--- src/rtl/mdio_pkg.sv ---
package mdio_pkg;

  typedef struct packed {
    logic startFrame;
    logic isRead;
  } mdioStrobe_t;

  localparam logic [1:0] ADDR_CTRL  = 2'd0;
  localparam logic [1:0] ADDR_SPEED = 2'd1;
  localparam logic [1:0] ADDR_DATA  = 2'd2;
  localparam logic [1:0] ADDR_EVENT = 2'd3;

  localparam logic [1:0] OP_READ  = 2'b10;
  localparam logic [1:0] OP_WRITE = 2'b01;

endpackage

--- src/rtl/mdio_control.sv ---
module mdio_control
  import mdio_pkg::*;
#(
  parameter int CMD_W  = 32,
  parameter int DATA_W = 16,
  parameter int DIV_W  = 6
) (
  input  logic              clk,
  input  logic              rstN,
  input  logic [1:0]        regAddr,
  input  logic              regWrEn,
  input  logic [CMD_W-1:0]  regWrData,
  output logic [CMD_W-1:0]  regRdData,
  input  logic              frameDone,
  input  logic [DATA_W-1:0] rdData,
  output mdioStrobe_t       strobe,
  output logic [CMD_W-1:0]  cmdWord,
  output logic [DIV_W-1:0]  divField,
  output logic              busy,
  output logic              evtFlag,
  output logic              enBit
);

  localparam int OP_LSB = CMD_W - 4;

  typedef enum logic [1:0] {
    ST_IDLE,
    ST_WAIT_DIV,
    ST_RUN
  } ctrlState_t;

  ctrlState_t state;
  logic [CMD_W-1:0] dataReg;

  logic wrCtrl;
  logic wrSpeed;
  logic wrData;
  logic wrEvent;
  logic cmdIsRead;

  assign wrCtrl    = regWrEn && (regAddr == ADDR_CTRL);
  assign wrSpeed   = regWrEn && (regAddr == ADDR_SPEED);
  assign wrData    = regWrEn && (regAddr == ADDR_DATA);
  assign wrEvent   = regWrEn && (regAddr == ADDR_EVENT);
  assign cmdIsRead = (dataReg[OP_LSB +: 2] == OP_READ);

  always_comb begin
    strobe.startFrame = (state == ST_WAIT_DIV) && (divField != '0);
    strobe.isRead     = cmdIsRead;
  end

  always_ff @(posedge clk) begin
    if (!rstN) begin
      state    <= ST_IDLE;
      dataReg  <= '0;
      divField <= '0;
      evtFlag  <= 1'b0;
      enBit    <= 1'b0;
    end else begin
      if (wrCtrl) enBit <= regWrData[0];
      if (wrSpeed) divField <= regWrData[DIV_W:1];

      if (frameDone) evtFlag <= 1'b1;
      else if (wrEvent && regWrData[0]) evtFlag <= 1'b0;

      case (state)
        ST_IDLE: begin
          if (wrData && enBit) begin
            dataReg <= regWrData;
            state   <= ST_WAIT_DIV;
          end
        end
        ST_WAIT_DIV: begin
          if (strobe.startFrame) state <= ST_RUN;
        end
        ST_RUN: begin
          if (frameDone) begin
            state <= ST_IDLE;
            if (cmdIsRead) dataReg[DATA_W-1:0] <= rdData;
          end
        end
        default: state <= ST_IDLE;
      endcase
    end
  end

  assign busy    = (state != ST_IDLE);
  assign cmdWord = dataReg;

  always_comb begin
    regRdData = '0;
    case (regAddr)
      ADDR_CTRL:  regRdData[0] = enBit;
      ADDR_SPEED: regRdData[DIV_W:1] = divField;
      ADDR_DATA:  regRdData = dataReg;
      default: begin
        regRdData[0] = evtFlag;
        regRdData[1] = busy;
      end
    endcase
  end

endmodule

--- src/rtl/mdio_datapath.sv ---
module mdio_datapath
  import mdio_pkg::*;
#(
  parameter int CMD_W   = 32,
  parameter int DATA_W  = 16,
  parameter int DIV_W   = 6,
  parameter int PRE_LEN = 32
) (
  input  logic              clk,
  input  logic              rstN,
  input  mdioStrobe_t       strobe,
  input  logic [CMD_W-1:0]  cmdWord,
  input  logic [DIV_W-1:0]  divField,
  input  logic              mdioIn,
  output logic              mdc,
  output logic              mdioOut,
  output logic              mdioOe,
  output logic              frameDone,
  output logic [DATA_W-1:0] rdData
);

  localparam int TOTAL = PRE_LEN + CMD_W;
  localparam int IDX_W = $clog2(TOTAL);
  localparam logic [IDX_W-1:0] LAST_IDX = IDX_W'(TOTAL - 1);
  localparam logic [IDX_W-1:0] SHIFT_IDX = IDX_W'(PRE_LEN);
  localparam logic [IDX_W-1:0] CMD_IDX = IDX_W'(PRE_LEN);
  localparam logic [IDX_W-1:0] REL_IDX = IDX_W'(TOTAL - DATA_W - 1);
  localparam logic [IDX_W-1:0] CAP_IDX = IDX_W'(TOTAL - DATA_W);

  logic              active;
  logic              isRd;
  logic              mdcR;
  logic [IDX_W-1:0]  bitIdx;
  logic [DIV_W-1:0]  divCnt;
  logic [CMD_W-1:0]  shCmd;
  logic [DATA_W-1:0] capReg;
  logic              tick;

  assign tick = active && (divField != '0) &&
                (({1'b0, divCnt} + (DIV_W+1)'(1)) >= {1'b0, divField});

  always_ff @(posedge clk) begin
    if (!rstN) begin
      active    <= 1'b0;
      isRd      <= 1'b0;
      mdcR      <= 1'b0;
      bitIdx    <= '0;
      divCnt    <= '0;
      shCmd     <= '0;
      capReg    <= '0;
      frameDone <= 1'b0;
    end else begin
      frameDone <= 1'b0;
      if (strobe.startFrame) begin
        active <= 1'b1;
        isRd   <= strobe.isRead;
        mdcR   <= 1'b0;
        bitIdx <= '0;
        divCnt <= '0;
        shCmd  <= cmdWord;
        capReg <= '0;
      end else if (active) begin
        if (tick) begin
          divCnt <= '0;
          if (!mdcR) begin
            mdcR <= 1'b1;
            if (isRd && (bitIdx >= CAP_IDX))
              capReg <= {capReg[DATA_W-2:0], mdioIn};
          end else begin
            mdcR <= 1'b0;
            if (bitIdx == LAST_IDX) begin
              active    <= 1'b0;
              frameDone <= 1'b1;
            end else begin
              bitIdx <= bitIdx + IDX_W'(1);
              if (bitIdx >= SHIFT_IDX)
                shCmd <= {shCmd[CMD_W-2:0], 1'b0};
            end
          end
        end else begin
          divCnt <= divCnt + DIV_W'(1);
        end
      end
    end
  end

  assign mdc     = mdcR;
  assign mdioOut = active && ((bitIdx < CMD_IDX) || shCmd[CMD_W-1]);
  assign mdioOe  = active && !(isRd && (bitIdx >= REL_IDX));
  assign rdData  = capReg;

endmodule

--- src/rtl/mdio_frame_ctrl.sv ---
module mdio_frame_ctrl
  import mdio_pkg::*;
#(
  parameter int DIV_W   = 6,
  parameter int PRE_LEN = 32
) (
  input  logic        clk,
  input  logic        rstN,
  input  logic [1:0]  regAddr,
  input  logic        regWrEn,
  input  logic [31:0] regWrData,
  output logic [31:0] regRdData,
  output logic        mdc,
  output logic        mdioOut,
  output logic        mdioOe,
  input  logic        mdioIn
);

  localparam int CMD_W  = 32;
  localparam int DATA_W = CMD_W / 2;

  mdioStrobe_t       ctrlStrobe;
  logic [CMD_W-1:0]  cmdWord;
  logic [DIV_W-1:0]  divField;
  logic              busyFlag;
  logic              evtFlag;
  logic              enBit;
  logic              frameDone;
  logic [DATA_W-1:0] rdData;

  mdio_control #(.CMD_W(CMD_W), .DATA_W(DATA_W), .DIV_W(DIV_W)) uCtrl (
    .clk(clk), .rstN(rstN),
    .regAddr(regAddr), .regWrEn(regWrEn), .regWrData(regWrData),
    .regRdData(regRdData),
    .frameDone(frameDone), .rdData(rdData),
    .strobe(ctrlStrobe), .cmdWord(cmdWord), .divField(divField),
    .busy(busyFlag), .evtFlag(evtFlag), .enBit(enBit)
  );

  mdio_datapath #(.CMD_W(CMD_W), .DATA_W(DATA_W), .DIV_W(DIV_W),
                  .PRE_LEN(PRE_LEN)) uPath (
    .clk(clk), .rstN(rstN),
    .strobe(ctrlStrobe), .cmdWord(cmdWord), .divField(divField),
    .mdioIn(mdioIn),
    .mdc(mdc), .mdioOut(mdioOut), .mdioOe(mdioOe),
    .frameDone(frameDone), .rdData(rdData)
  );

endmodule

--- config.mk ---
export PLATFORM = sky130hd
export DESIGN_NAME = mdio_frame_ctrl
export DESIGN_NICKNAME = d
export VERILOG_FILES = /design/src/rtl/mdio_pkg.sv /design/src/rtl/mdio_control.sv /design/src/rtl/mdio_datapath.sv /design/src/rtl/mdio_frame_ctrl.sv
export SDC_FILE = /design/constraint.sdc
export NUM_CORES = 1
export LEC_CHECK = 0
export CAP_MARGIN = 25
export CORE_MARGIN = 2
export CORE_UTILIZATION = 65
export DETAILED_ROUTE_END_ITERATION = 10
export DONT_BUFFER_PORTS = 1
export GPL_ROUTABILITY_DRIVEN = 1
export PLACE_DENSITY_LB_ADDON = 0.12
export SYNTH_ARGS = -nofsm -noshare
export SYNTH_HDL_FRONTEND = slang
export SYNTH_HIERARCHICAL = 1
export SYNTH_SLANG_ARGS = --single-unit
--- constraint.sdc ---
create_clock -name clk -period 6.6 [get_ports clk]
set_input_delay 0.66 -clock clk [delete_from_list [all_inputs] [get_ports clk]]
set_output_delay 0.66 -clock clk [all_outputs]
set_load 0.005 [all_outputs]
==> out/metrics.yaml <==
status: "finished clean"
ir_worst_vdd_v: 0.000131
num_rows: 33
reg2reg_setup_slack_ns: 3.10
use_met1: 0.411
antenna_found_initial: 0
hold_viol_final: 0
timing.rr.start: "uPath/divCnt[0]"
routabilityCongestion: 0.926
port_buffers: 0
min_from: "rstN"
p_leak_nw: 1.88
vias_per_cell: 6.89
grt_overflow_total: 0
grt_setup_unrepaired: "no"
finalWorstSetupSlack_ns: 3.10
cts_setup_buffers: 0
path_cells: "ha_1 -> and3_2 -> xor2_1 -> ha_1 -> a21o_1 -> a21oi_1 -> nand2_1 -> o21ai_2 -> nor2_1 -> a221o_1"
n_fill_cell: 690
design.core.area_um2: 8220
tightest_slew_ns: 1.08
cp_max_fo: 25
grt_pass1_vias: 4248
gr-max-usage-layer: "met2"
finClkSkew_ns: 0.0145
area.growth.synth_to_final_pct: 0.844
final_cells: 701
synthCells: 635
clock_sinks: 106
ys_warn_count: 6
cp.arrival_ns: 3.76
num_io_pins: 73
path_class: "flop to flop"
grt_use_met2: 0.516
fin_tns_setup_ns: 0
grt_max_degree: 52
netlist_area_um2: 5490
syn_avg_cell_area_um2: 8.64
ant_nets: 0
drt-total-wl_um: 14200
cts_htree_levels: 3
cts_tree: "built"
firstDrtPassIters: 5
vias: 4828
crit_top_cell: "ha_1"
critPathSlowestCell: "o21ai_2"
fin_crit_ns: 3.50
dieArea_um2: 9190
dp_hpwl_um: 9300
r2r_end: "uPath/shCmd[27]"
dp.cells: 684
rr_worst_depth: 10
cts_hold_buf: 0
hold_slack_ns: 0.397
worst_hold_path.endpoint: "uCtrl/cmdWord[23]"
setup_viol: 0
hp-class: "primary input to flop"
nets: 643
die_h_um: 95.9
drive_gt1_frac: 0.0805
power_density_nw_per_um2: 198
cts.repair.resized: 0
path_clk_slew_ns: 0.11
antennaDiodeCount: 0
clk_latency_ns: 0.37
cp-start-kind: "flop"
holdPathStages: 1
drc: 0
final.period_utilization: 0.530
drv_slew: 0
cp_data_required_time_ns: 6.86
maxCapViolations: 0
post-place-ws_ns: 3.27
fin_util: 0.673
wire_per_inst_um: 20.3
start_util: 0.668
synth_fp_nets: 687
cts-root-buf: "clkbuf_8"
cts_buffer_depth: 2
slew_headroom: 0.278
fmax_mhz: 286
grt_pass1_wl_um: 22300
use_met3: 0.0611
cp-end-kind: "flop"
drt-initial-drc-count: 515
die_w_um: 95.9
critPathMaxStageDelay_ns: 0.77
grt_usage: 0.314
cts_buffers: 9
worst max-delay path by stage:
stage / start / cells after the start / slack, ns / to
finish: uPath/divCnt[0] / 10 / 3.10 / uPath/shCmd[27]
floorplan: uPath/divCnt[0] / 10 / 4.12 / uPath/shCmd[25]
global route: uCtrl/divField[5] / 6 / 2.82 / uPath/frameDone
global placement: uCtrl/divField[5] / 6 / 3.39 / uPath/shCmd[31]
CTS: uPath/divCnt[0] / 10 / 3.24 / uPath/shCmd[27]
detailed placement: uPath/divCnt[0] / 10 / 3.27 / uPath/shCmd[27]
placed cells by master (no fill, tap or decap), types with 10 or more instances in the layout:
cell	instances
a21oi_1	41
ha_1	14
a221oi_1	10
nand2_1	35
and3_1	21
a211oi_1	13
nor2_1	18
o21a_1	18
nor2b_1	11
nand3_1	52
a21boi_0	16
a31oi_1	21
and2_1	29
mux2i_1	17
o21ai_0	61
clkbuf_8	10
dfxtp_1	106
a211oi_2	10
inv_1	12
registers in the layout, indices dropped and copies added, names as in the netlist:
name,flops
uCtrl/enBit,1
uPath/frameDone,1
uPath/shCmd,32
uPath/rdData,16
uCtrl/state,2
uPath/bitIdx,6
uPath/active,1
uPath/divCnt,6
uCtrl/evtFlag,1
uPath/isRd,1
uCtrl/cmdWord,32
uCtrl/divField,6
uPath/mdc,1
layer usage:
layer	part of all wire	up-vias
li1	-	2242
met1	0.42	2315
met2	0.48	235
met3	0.078	36
met4	0.027	0
met5	0	-
metrics by stage:
step	total power [mW]	area [µm²]
6_report	1.09	5530
5_1_grt	1.13	5530
4_1_cts	1.09	5530
3_5_place_dp	0.723	5340
3_3_place_gp	0.721	5340
2_1_floorplan	0.715	5490
area by class of cell:
| cell class | instances | area, µm² | share of cell area |
|---|---|---|---|
| Clock buffer | 10 | 138 | 0.0249 |
| Clock inverter | 6 | 47.5 | 0.00859 |
| Inverter | 13 | 48.8 | 0.00882 |
| Multi-Input combinational cell | 456 | 3010 | 0.544 |
| Sequential cell | 106 | 2120 | 0.384 |
| Tap cell | 105 | 131 | 0.0237 |
| Timing Repair Buffer | 5 | 37.5 | 0.00678 |
critical path, delay by kind of cell, from the launching register on:
| family | cells | cell delay [ns] |
|---|---|---|
| flops | 1 | 0.42 |
| compound gates | 4 | 1.55 |
| xor+xnor | 1 | 0.18 |
| fa+ha+maj | 2 | 0.54 |
| simple gates | 3 | 0.71 |
report_power, final:
group	switching (mW)	internal (mW)	total (mW)
sequential	0.00340	0.642	0.646
combinational	0.0477	0.0170	0.0647
clock	0.232	0.152	0.384
No activity file was read; power rests on OpenSTA's default activity.
